$ cat src/rtl/gauge_pkg.sv
package gauge_pkg;
  localparam logic [7:0] A_REF_LO = 8'h00;
  localparam logic [7:0] A_REF_HI = 8'h04;
  localparam logic [7:0] A_FST_LO = 8'h08;
  localparam logic [7:0] A_FST_HI = 8'h0C;
  localparam logic [7:0] A_CTRL   = 8'h10;
  localparam logic [7:0] A_STAT   = 8'h14;

  localparam int ST_DONE = 0;
  localparam int ST_FOVF = 1;
  localparam int ST_ROVF = 2;
  localparam int ST_W    = 3;
  localparam int BUS_W   = 16;
  localparam int NUM_DOM = 2;
endpackage

$ cat src/rtl/gauge_tick_counter.sv
module gauge_tick_counter #(
  parameter int CNT_W = 32
) (
  input  logic             clk,
  input  logic             rst_n,
  input  logic             clear,
  input  logic             run,
  input  logic             tick,
  output logic [CNT_W-1:0] count,
  output logic             ovf
);
  localparam int ACC_W = CNT_W + 1;

  logic [ACC_W-1:0] acc;

  // Low part wraps; the extra top bit becomes sticky once the low part rolls over.
  function automatic logic [ACC_W-1:0] bump(input logic [ACC_W-1:0] v);
    logic [CNT_W-1:0] low;
    low  = v[CNT_W-1:0] + 1'b1;
    bump = {v[CNT_W] | (&v[CNT_W-1:0]), low};
  endfunction

  always_ff @(posedge clk) begin
    if (!rst_n)           acc <= '0;
    else if (clear)       acc <= '0;
    else if (run && tick) acc <= bump(acc);
  end

  assign count = acc[CNT_W-1:0];
  assign ovf   = acc[CNT_W];
endmodule

$ cat src/rtl/gauge_status.sv
module gauge_status
  import gauge_pkg::*;
(
  input  logic            clk,
  input  logic            rst_n,
  input  logic            stop_evt,
  input  logic            ref_ovf,
  input  logic            fst_ovf,
  input  logic            rd_clr,
  output logic [ST_W-1:0] status,
  output logic            irq
);
  logic [ST_W-1:0] set_bits;

  always_comb begin
    set_bits = '0;
    if (stop_evt) begin
      set_bits[ST_DONE] = 1'b1;
      set_bits[ST_FOVF] = fst_ovf;
      set_bits[ST_ROVF] = ref_ovf;
    end
  end

  // A new result wins over a simultaneous clearing read.
  always_ff @(posedge clk) begin
    if (!rst_n) begin
      status <= '0;
      irq    <= 1'b0;
    end else begin
      status <= (rd_clr ? '0 : status) | set_bits;
      irq    <= stop_evt ? 1'b1 : (rd_clr ? 1'b0 : irq);
    end
  end
endmodule

$ cat src/rtl/dual_clock_gauge.sv
module dual_clock_gauge
  import gauge_pkg::*;
#(
  parameter int CNT_W = 32
) (
  input  logic        clk,
  input  logic        rst_n,
  input  logic        wr_en,
  input  logic        rd_en,
  input  logic [7:0]  addr,
  input  logic [15:0] wdata,
  output logic [15:0] rdata,
  input  logic        ref_tick,
  input  logic        fast_tick,
  output logic        irq
);
  localparam int HALF_W = CNT_W / 2;

  logic [BUS_W-1:0] ctrl;
  logic             wr_ctrl, start_evt, stop_evt, rd_clr;
  logic [NUM_DOM-1:0] tick_v, ovf_v;
  logic [CNT_W-1:0]   cnt_v [NUM_DOM];
  logic [CNT_W-1:0]   lat_ref, lat_fst;
  logic [CNT_W-1:0]   cnt_ref, cnt_fst;
  logic [ST_W-1:0]    status;

  assign wr_ctrl   = wr_en && (addr == A_CTRL);
  assign start_evt = wr_ctrl && !ctrl[0] && wdata[0];
  assign stop_evt  = wr_ctrl && ctrl[0] && !wdata[0];
  assign rd_clr    = rd_en && (addr == A_STAT);
  assign tick_v    = {fast_tick, ref_tick};

  always_ff @(posedge clk) begin
    if (!rst_n)       ctrl <= '0;
    else if (wr_ctrl) ctrl <= wdata;
  end

  // Index 0 is the slow reference domain, index 1 the fast domain.
  for (genvar d = 0; d < NUM_DOM; d++) begin : g_dom
    gauge_tick_counter #(.CNT_W(CNT_W)) u_cnt (
      .clk   (clk),
      .rst_n (rst_n),
      .clear (start_evt),
      .run   (ctrl[0]),
      .tick  (tick_v[d]),
      .count (cnt_v[d]),
      .ovf   (ovf_v[d])
    );
  end

  assign cnt_ref = cnt_v[0];
  assign cnt_fst = cnt_v[1];

  always_ff @(posedge clk) begin
    if (!rst_n) begin
      lat_ref <= '0;
      lat_fst <= '0;
    end else if (stop_evt) begin
      lat_ref <= cnt_ref;
      lat_fst <= cnt_fst;
    end
  end

  gauge_status u_stat (
    .clk      (clk),
    .rst_n    (rst_n),
    .stop_evt (stop_evt),
    .ref_ovf  (ovf_v[0]),
    .fst_ovf  (ovf_v[1]),
    .rd_clr   (rd_clr),
    .status   (status),
    .irq      (irq)
  );

  always_comb begin
    rdata = '0;
    unique case (addr)
      A_REF_LO: rdata[HALF_W-1:0] = lat_ref[HALF_W-1:0];
      A_REF_HI: rdata[HALF_W-1:0] = lat_ref[CNT_W-1:HALF_W];
      A_FST_LO: rdata[HALF_W-1:0] = lat_fst[HALF_W-1:0];
      A_FST_HI: rdata[HALF_W-1:0] = lat_fst[CNT_W-1:HALF_W];
      A_CTRL:   rdata = ctrl;
      A_STAT:   rdata[ST_W-1:0] = status;
      default:  rdata = '0;
    endcase
  end
endmodule

$ cat config.mk
export PLATFORM = sky130hd
export DESIGN_NAME = dual_clock_gauge
export DESIGN_NICKNAME = d
export VERILOG_FILES = /design/src/rtl/gauge_pkg.sv /design/src/rtl/gauge_tick_counter.sv /design/src/rtl/gauge_status.sv /design/src/rtl/dual_clock_gauge.sv
export SDC_FILE = /design/constraint.sdc
export NUM_CORES = 1
export LEC_CHECK = 0
export BUFFER_PORTS_ARGS = -buffer_cell sky130_fd_sc_hd__buf_2
export CAP_MARGIN = 20
export CORE_UTILIZATION = 45
export DETAILED_ROUTE_END_ITERATION = 8
export HOLD_SLACK_MARGIN = 0.02
export PLACE_DENSITY = 0.77
export SYNTH_ARGS = -nofsm -noshare
export SYNTH_HDL_FRONTEND = slang
export SYNTH_SLANG_ARGS = --single-unit
$ cat constraint.sdc
create_clock -name clk -period 1.8 [get_ports clk]
set_clock_uncertainty 0.05 [all_clocks]
set_input_delay 0.27 -clock clk [delete_from_list [all_inputs] [get_ports clk]]
set_output_delay 0.27 -clock clk [all_outputs]
set_load 0.005 [all_outputs]
==> Word level (Yosys, flattened, before mapping) <==
Cells that the tools add are included.
{ "classes": {"eq_ne": 5, "reduce_logical": 15, "bitwise": 4, "addsub": 2, "muxes": 6} }
{ "ops": {"columns": ["operator", "n"], "rows": [
  ["13-bit one-hot mux with 5 select lines", 1],
  ["32-bit by 1-bit adder with 32-bit output (second input constant)", 2],
  ["32-bit AND reduction", 2],
  ["3-bit one-hot mux with 6 select lines", 1],
  ["8-bit by 4-bit equality test with 1-bit output (second input constant)", 2],
  ["8-bit by 5-bit equality test with 1-bit output (second input constant)", 2],
  ["8-bit by 3-bit equality test with 1-bit output (second input constant)", 1],
  ["1-bit logical AND", 8],
  ["8-bit logical NOT", 1],
  ["3-bit two-way mux", 2],
  ["3-bit OR", 1],
  ["1-bit logical NOT", 2],
  ["1-bit two-way mux", 2],
  ["1-bit OR", 2],
  ["2-bit nonzero test", 1],
  ["2-bit OR reduction", 1],
  ["1-bit NOT", 1]
]} }
{ "totals": {"word_cells": 39, "in_bits": 30, "output_inout_bits": 17, "regBits": 150} }

==> Longest topological paths before layout <==
Gate-level depths: netlist of the first run.
{ "logic_depth": {"word_depth": 6, "ltp_mapped": 8, "ltp_nobuf": 5} }

==> Modules after synthesis <==
A second synthesis of the first run with hierarchy kept.
{ "hier_totals": {"cells_unflattened": 826, "hier_area_um2": 7123.1} }
{ "by_module_without_submodules": {"columns": ["mod", "cells_each", "instances", "area_per_inst_um2", "seq_area_each_um2"], "rows": [
  ["dual_clock_gauge", 434, 1, 3764.9, 1601.5],
  ["gauge_tick_counter", 189, 2, 1607.8, 660.6],
  ["gauge_status", 14, 1, 142.6, 80.1]
]} }

==> Worst setup path after synthesis of the first run <==
No wires, ideal clock.
{ "synth_timing": {"kind": "input to output", "startpoint": "input port addr[1]", "endpoint": "output port rdata[3]", "n_path_buf": 1, "arrival_time_ns": 1.610, "stages": 4, "setup_slack_ns": -0.130, "required_ns": 1.480, "cell_sequence": "nor3_1 -> nor3b_2 -> clkbuf_1 -> a22o_1"} }
{ "synth_between": {"elab_chain_len": 2, "word_cells_on_any_way": 6, "classes_between": "eq/ne: 4; mux: 1; reduce/logical: 1"} }
{ "synth_rtl": {"columns": ["item", "line", "rtl"], "rows": [
  ["from (decl)", "dual_clock_gauge.sv:10", "input logic [7:0] addr,"],
  ["8-bit by 5-bit equality test with 1-bit output, or another cell as far along", "dual_clock_gauge.sv:77", "unique case (addr)"],
  ["13-bit one-hot mux with 5 select lines (*)", "dual_clock_gauge.sv:77", null],
  ["to (decl)", "dual_clock_gauge.sv:12", "output logic [15:0] rdata,"]
]} }
Every way passes the cells marked *; elsewhere a longest branch is shown, timed or not.

==> Worst setup path after layout of the first run <==
{ "layout_timing": {"startpoint": "register g_dom[1].u_cnt.acc[21]", "endpoint": "register g_dom[1].u_cnt.acc[30]"} }
{ "layout_between": {"elab_chain_len": 1} }
{ "layout_rtl": {"columns": ["item", "line", "rtl"], "rows": [
  ["from (decl)", "gauge_tick_counter.sv:14", "logic [ACC_W-1:0] acc;"],
  ["from (signal assigned)", "gauge_tick_counter.sv:26", "else if (run && tick) acc <= bump(acc);"],
  ["32-bit by 1-bit adder with 32-bit output", "gauge_tick_counter.sv:19", "low = v[CNT_W-1:0] + 1'b1;"]
]} }
Every way passes these cells.
A chain may end at the register's enable or synchronous reset.

==> results of run 1 <==
-- metrics by stage --
step | util | total power, mW | cells | hold slack [ns] | setup WS [ns]
2_1_floorplan | - | 3.50 | 807 | 0.364 | -0.0112
3_3_place_gp | 0.528 | 3.59 | 1062 | 0.389 | -0.0977
3_5_place_dp | 0.528 | 3.59 | 1062 | 0.393 | -0.0803
4_1_cts | 0.575 | 7.17 | 1095 | 0.0283 | -0.0652
5_1_grt | 0.600 | 7.33 | 1110 | 0.0341 | -0.264
6_report | 0.600 | 7.17 | 1110 | 0.0281 | -0.173
-- metal layers --
| metal | vias to the layer above | GRT usage | part of all wire |
|---|---|---|---|
| li1 | 3091 | - | - |
| met1 | 3015 | 0.296 | 0.43 |
| met2 | 263 | 0.381 | 0.47 |
| met3 | 40 | 0.0412 | 0.068 |
| met4 | 0 | 0.109 | 0.029 |
| met5 | - | 0 | 0 |
-- kinds of logic after synthesis --
logic type | Yosys count | share of synthesized area
AND/OR/NAND/NOR | 335 | 0.244
AO/OA/AOI/OAI | 182 | 0.158
flip-flops | 150 | 0.448
buffers and inverters | 65 | 0.0408
multiplexers | 51 | 0.0766
XOR/XNOR | 22 | 0.0287
adder cells (fa/ha/maj) | 2 | 0.00373
-- critical path: cells and delay by family, from the launching register on --
kind            cells  cell delay (ns)
flops               1             0.32
compound gates      2             0.34
simple gates        2             0.75
buf+inv             2             0.38
-- cell type report --
cell class	count	area, um^2
Fill cell	1144	5810
Multi-Input combinational cell	594	3710
Sequential cell	150	3040
Timing Repair Buffer	140	1100
Clock buffer	24	482
Tap cell	184	230
Clock inverter	8	121
Inverter	10	37.5
-- Yosys cell counts (all sizes together) (2+ instances only) --
master / number
a22o: 13
xor2: 12
mux2: 3
inv: 10
nand2: 158
and4: 10
nor4: 6
and3: 8
ha: 2
or4: 25
nor2b: 3
nand3: 27
or3: 14
o22ai: 16
clkbuf: 43
o21a: 5
mux2i: 48
and2: 3
o31ai: 21
a22oi: 5
nand2b: 4
dfxtp: 150
xnor2: 10
nand4: 20
a21oi: 105
o21ai: 15
nor3: 6
nor2: 47
buf: 12
-- worst paths after layout --
| path | to | slack, ns | cells after the start |
|---|---|---|---|
| worst max-delay path | g_dom[1].u_cnt.acc[30]$_SDFFE_PP0P_ | -0.17 | 6 |
| worst min-delay path | ctrl[7]$_SDFFE_PN0N_ | 0.03 | 3 |
| worst max register to register | g_dom[1].u_cnt.acc[30]$_SDFFE_PP0P_ | -0.17 | 6 |
| worst min register to register | lat_ref[29]$_SDFFE_PN0P_ | 0.40 | 2 |
-- timing repair --
item | 4_1_cts | 5_1_grt
buffers inserted | 0 | 11
setup endpoints to repair | 16 | 47
hold endpoints to repair | 0 | 0
pin swaps | 1 | 22
resized for setup | 14 | 61
cloned | 1 | 4
-- power groups by stage --
stage	registers, mW	clock network [mW]	logic [mW]
after CTS	3.32	3.64	0.204
final	3.32	3.63	0.218
after detailed placement	3.39	0	0.200
after global routing	3.31	3.79	0.230
after global placement	3.39	0	0.200
after floorplan	3.39	0	0.108
-- cells in the final DEF (no fill, tap or decap), types with 5 or more instances in the layout --
cell type	netlist	routed
and3_1	8	6
dfxtp_1	150	128
dfxtp_2	0	19
o31ai_1	21	15
buf_12	0	9
or3_1	14	11
mux2i_1	48	46
buf_2	6	45
or4_4	2	11
a21oi_2	0	8
buf_4	0	80
nor2_1	47	43
and4_1	10	7
nand4_1	19	19
nand3_1	27	25
xnor2_1	10	10
o31ai_2	0	5
xor2_1	12	12
a21oi_1	105	97
a22o_1	13	13
o22ai_1	16	12
o21a_1	5	5
inv_1	10	9
nand2_1	158	157
o21ai_0	15	15
or4_1	23	16
clkbuf_16	0	19
-- flip-flops by register name, indices dropped and copies added (netlist names) --
name	count
g_dom.u_cnt.acc	66
u_stat.status	3
lat_ref	32
u_stat.irq	1
ctrl	16
lat_fst	32
==> impl_metrics.env, run 1 <==
export IMPL_worstPathRequired_ns=2.05
export IMPL_dpl_instance_area_um2=7680
export IMPL_dp_hpwl_um=12100
export IMPL_portBuffers=46
export IMPL_path_cells="nand4_1 -> buf_4 -> or4_4 -> buf_4 -> o31ai_2 -> a21oi_1"
export IMPL_synth_top_area_frac=0.448
export IMPL_worst_pin_slew_ns=0.533
export IMPL_crit_arrival_ns=2.22
export IMPL_grt_setup_unrepaired="true"
export IMPL_synth_async_sr_flop_share=0
export IMPL_violations="setup timing"
export IMPL_grt_pass1_vias=5718
export IMPL_n_antenna_cell=0
export IMPL_relSlewSlack=0.644
export IMPL_p_per_area_nw_per_um2=822
export IMPL_synth_ff_type="dfxtp_1"
export IMPL_crit_slowest_cell="or4_4"
export IMPL_r2r_start="g_dom[1].u_cnt.acc[21]$_SDFFE_PP0P_"
export IMPL_viasPerCell=5.77
export IMPL_io_pins=47
export IMPL_crit_type="reg2reg"
export IMPL_p_sw_frac=0.207
export IMPL_synthesis_area_um2=6710
export IMPL_ys_top_cells_by_area="dfxtp_1, nand2_1, a21oi_1"
export IMPL_path_max_fanout=6
export IMPL_cts_tree="built"
export IMPL_synth_cells=807
export IMPL_hold_start="wdata[7]"
export IMPL_crit_top_cell="buf_4"
export IMPL_fp_row_count=44
export IMPL_wirelength_um=18600
export IMPL_finalMaxSlewViolations=0
export IMPL_yosysSeqAreaShare=0.448
export IMPL_p_clk_frac=0.507
export IMPL_clk_pin_slew_ns=0.06
export IMPL_p_sw_mw=1.48
export IMPL_gr_total_overflow=0
export IMPL_finalHoldViolCount=0
export IMPL_syn_area_per_cell_um2=8.31
export IMPL_critPathLaunch="g_dom[1].u_cnt.acc[21]$_SDFFE_PP0P_"
export IMPL_detail_route_wl_per_cell_um=16.8
export IMPL_p_leak_nw=3.26
export IMPL_grt_max_degree=85
export IMPL_grt_pass1_wl_um=27500
export IMPL_max_stage_delay_ns=0.59
export IMPL_cts_htree_levels=4
export IMPL_setup_ws_ns=-0.173
export IMPL_p_int_mw=5.69
export IMPL_hp_class="in2reg"
export IMPL_synthesis_nets=839
export IMPL_antenna_found_initial=0
export IMPL_route_detailed_drc=0
export IMPL_drtPass1Iterations=5
export IMPL_die_area_um2=15400
export IMPL_start_kind="flip-flop"
export IMPL_die_h_um=124
export IMPL_drtIter0Drc=612
export IMPL_num_vias=6409
export IMPL_place_congestion=0.895
export IMPL_syn_to_final_growth_pct=29.9
export IMPL_fin_crit_ns=1.97
export IMPL_peakVddDrop_uv=690
export IMPL_yosysUniqueCellTypes=39
export IMPL_synth_edff_count=0
export IMPL_die_x_um=124
export IMPL_max_cap_violations=0
export IMPL_clock_latency_ns=0.43
export IMPL_ant_nets=0
export IMPL_p_seq_frac=0.463
export IMPL_synth_top_cell_by_area="dfxtp_1"
export IMPL_cts_root_buf="clkbuf_16"
export IMPL_drive_gt1_frac=0.274
export IMPL_timing_final_crit_share=1.10
export IMPL_synth_seq_cells=150
export IMPL_numCtsBuffers=17
export IMPL_cts_hold_buf=0
export IMPL_max_freq_ghz=0.507
export IMPL_grt_usage=0.233
export IMPL_combPwrFrac=0.030
export IMPL_final_nets=945
export IMPL_final_area_um2=8720
export IMPL_status="complete, but fails checks"
export IMPL_setup_tns_ns=-1.04
export IMPL_ys_warnings_count=0
export IMPL_coreArea_um2=14500
export IMPL_cts_sinks=150
export IMPL_clock_path_buffers=2
export IMPL_cp_end_kind="flip-flop"
export IMPL_start_util=0.462
export IMPL_final_setup_viol_count=14
No activity file was read; power rests on OpenSTA's default activity.
==> inputs of run 2 (changes only) <==
--- a/config.mk
+++ b/config.mk
@@ -5,12 +5,13 @@
 export SDC_FILE = /design/constraint.sdc
 export NUM_CORES = 1
 export LEC_CHECK = 0
+export ABC_AREA = 1
 export BUFFER_PORTS_ARGS = -buffer_cell sky130_fd_sc_hd__buf_2
 export CAP_MARGIN = 20
 export CORE_UTILIZATION = 45
 export DETAILED_ROUTE_END_ITERATION = 8
 export HOLD_SLACK_MARGIN = 0.02
-export PLACE_DENSITY = 0.77
+export PLACE_DENSITY = 0.76
 export SYNTH_ARGS = -nofsm -noshare
 export SYNTH_HDL_FRONTEND = slang
 export SYNTH_SLANG_ARGS = --single-unit
==> impl_metrics.env, run 2 <==
export IMPL_status="finished, final reports clean"
export IMPL_layout_common_cells="nand2_1, nor2_1, dfxtp_1"
export IMPL_synth_seq_cells=150
export IMPL_antenna_found_initial=0
export IMPL_synth_cells=1176
export IMPL_grt_pass1_wl_um=33800
export IMPL_max_freq_ghz=0.566
export IMPL_yosysMostFrequentCell="nand2_1"
export IMPL_drtPass1Iterations=5
export IMPL_gr_total_overflow=0
export IMPL_grt_met1_usage=0.339
export IMPL_cp_num_cells=9
export IMPL_clock_latency_ns=0.43
export IMPL_die_area_um2=17300
export IMPL_synth_top_cell_by_area="dfxtp_1"
export IMPL_final_nets=1281
export IMPL_hold_start="wdata[3]"
export IMPL_setup_ws_ns=0.0334
export IMPL_place_inst=1437
export IMPL_start_kind="primary input"
export IMPL_p_seq_frac=0.463
export IMPL_final_setup_viol_count=0
export IMPL_n_antenna_cell=0
export IMPL_setup_tns_ns=0
export IMPL_grt_usage=0.245
export IMPL_yosysUniqueCellTypes=29
export IMPL_busiest_layer="met2"
export IMPL_p_clk_frac=0.509
export IMPL_cts_sinks=150
export IMPL_cts_hold_buf=0
export IMPL_path_cells="buf_2 -> inv_1 -> nor3_2 -> nand2_1 -> buf_6 -> o21ai_0 -> nor2_1 -> o21ai_0 -> buf_2"
export IMPL_holdPathStages=3
export IMPL_crit_slowest_cell="nor3_2"
export IMPL_fin_crit_ns=1.77
export IMPL_num_vias=7559
export IMPL_io_pins=47
export IMPL_p_int_mw=5.50
export IMPL_rr_worst_depth=8
export IMPL_viasPerCell=5.11
export IMPL_top_register="g_dom.u_cnt.acc"
export IMPL_syn_area_per_cell_um2=6.41
export IMPL_ys_top_cells_by_area="dfxtp_1, nand2_1, nor2_1"
export IMPL_syn_to_final_growth_pct=21.4
export IMPL_clock_path_buffers=2
export IMPL_fin_cells=1478
export IMPL_p_sw_frac=0.233
export IMPL_drive_gt1_frac=0.154
export IMPL_timing_final_crit_share=0.981
export IMPL_portBuffers=46
export IMPL_fp_row_count=46
export IMPL_fillerInstances=1494
export IMPL_coreArea_um2=16100
export IMPL_max_cap_violations=0
export IMPL_synth_async_sr_flop_share=0
export IMPL_place_congestion=0.914
export IMPL_finalMaxSlewViolations=0
export IMPL_route_detailed_drc=0
export IMPL_path_max_fanout=13
export IMPL_cp_end_kind="output pin"
export IMPL_hp_class="in2reg"
export IMPL_met2_usage=0.372
export IMPL_final_util=0.567
export IMPL_synth_ff_type="dfxtp_1"
export IMPL_p_sw_mw=1.67
export IMPL_use_met3=0.0529
export IMPL_reg_largest_list="g_dom.u_cnt.acc x66, lat_fst x32, lat_ref x32"
export IMPL_start_util=0.468
export IMPL_ys_warnings_count=0
export IMPL_cts_htree_levels=4
export IMPL_peakVddDrop_uv=479
export IMPL_dp_slack_ns=-0.127
export IMPL_multiInputGateArea_um2=3920
export IMPL_synth_top_area_frac=0.399
export IMPL_clk_pin_slew_ns=0.07
export IMPL_ant_nets=0
export IMPL_relSlewSlack=0.710
export IMPL_r2r_start="g_dom[0].u_cnt.acc[11]$_SDFFE_PP0P_"
export IMPL_drtIter0Drc=728
export IMPL_seq_area_um2=3010
export IMPL_cts_tree="built"
export IMPL_cpLargestDelayFamily="buffers and inverters"
export IMPL_worst_pin_slew_ns=0.431
export IMPL_synthesis_area_um2=7530
export IMPL_grt_setup_unrepaired="true"
export IMPL_combPwrFrac=0.028
export IMPL_netlist_top_cells_count="nand2_1, nor2_1, dfxtp_1, inv_1, nor4_1"
export IMPL_yosysSeqAreaShare=0.399
export IMPL_die_x_um=131
export IMPL_crit_type="in2out"
export IMPL_critPathBufInv=4
export IMPL_detail_route_wl_per_cell_um=14.2
export IMPL_grt_max_degree=50
export IMPL_p_per_area_nw_per_um2=784
export IMPL_cts_root_buf="clkbuf_16"
export IMPL_p_leak_nw=3.78
export IMPL_layout_commonest_cell="nand2_1"
export IMPL_worstPathRequired_ns=1.48
export IMPL_dp_hpwl_um=14900
export IMPL_grt_pass1_vias=6615
export IMPL_crit_arrival_ns=1.45
export IMPL_synth_edff_count=0
export IMPL_die_h_um=131
export IMPL_synthesis_nets=1208
export IMPL_max_stage_delay_ns=0.22
export IMPL_finalHoldViolCount=0
export IMPL_critPathLaunch="addr[3]"
export IMPL_wirelength_um=21000
export IMPL_numCtsBuffers=17
export IMPL_largest_reg_flops=66
[run 2: cell types whose count changed after synthesis, sizes merged, moves of 48 or more]
cell,before,now
nor4,6,64
a21oi,105,31
nand2,158,336
nor2,47,235
mux2i,48,0
inv,10,137
[run 2: cell type report]
cell class,instances,share of cell area
well taps,216,0.0296
flip-flops and latches,150,0.329
clock inverters,14,0.0179
inverters,138,0.0572
clock buffers,18,0.0480
multi-input cells,836,0.429
repair buffers,106,0.0896
[run 2: worst paths after layout]
kind	end	slack (ns)
max	rdata[12]	0.03
min	ctrl[3]$_SDFFE_PN0N_	0.05
min reg2reg	u_stat.status[1]$_SDFF_PN0_	0.43
max reg2reg	g_dom[0].u_cnt.acc[22]$_SDFFE_PP0P_	0.13
[run 2: what timing repair did]
action                                  in CTS  in global routing
endpoints found under the setup margin       7                 34
pin swaps                                    2                  6
resized for setup                           20                 44
gates cloned                                 0                  3
buffers inserted                             1                  5
[run 2: metal layers]
metal	wire [um]	up-vias	part of all wire
li1	-	3852	-
met1	9830	3393	0.47
met2	9320	276	0.44
met3	1410	38	0.067
met4	473	0	0.022
met5	0	-	0
[run 2: logic make-up after synthesis]
logic type	count (synthesis)	share of synthesized area
AND/OR/NAND/NOR	724	0.406
buffers and inverters	190	0.102
flip-flops	150	0.399
AO/OA/AOI/OAI	82	0.0575
XOR/XNOR	28	0.0325
adder cells (fa/ha/maj)	2	0.00332
[run 2: power groups by stage]
stage	Sequential (mW)	Combinational [mW]	Clock [mW]
floorplan	3.39	0.0910	0
global placement	3.39	0.180	0
detailed placement	3.39	0.181	0
CTS	3.32	0.184	3.69
global route	3.32	0.216	3.83
finish	3.32	0.199	3.65
[run 2: through the flow]
step / hold WS [ns] / total power [mW] / instance area (um^2)
5_1_grt: 0.0612 / 7.36 / 9150
4_1_cts: 0.0372 / 7.19 / 8950
2_1_floorplan: 0.387 / 3.49 / 7530
6_report: 0.0457 / 7.17 / 9150
3_3_place_gp: 0.405 / 3.57 / 8300
3_5_place_dp: 0.422 / 3.58 / 8300
[run 2: worst register-to-register path: stages, from the launching register on]
cell and delay (ns):
dfxtp_1 0.42, nand2_1 0.10, nor2_1 0.27, nand3_2 0.19, nor2_4 0.15, buf_2 0.18, nand3_1 0.08, nand2_1 0.07
nor2_1 0.04
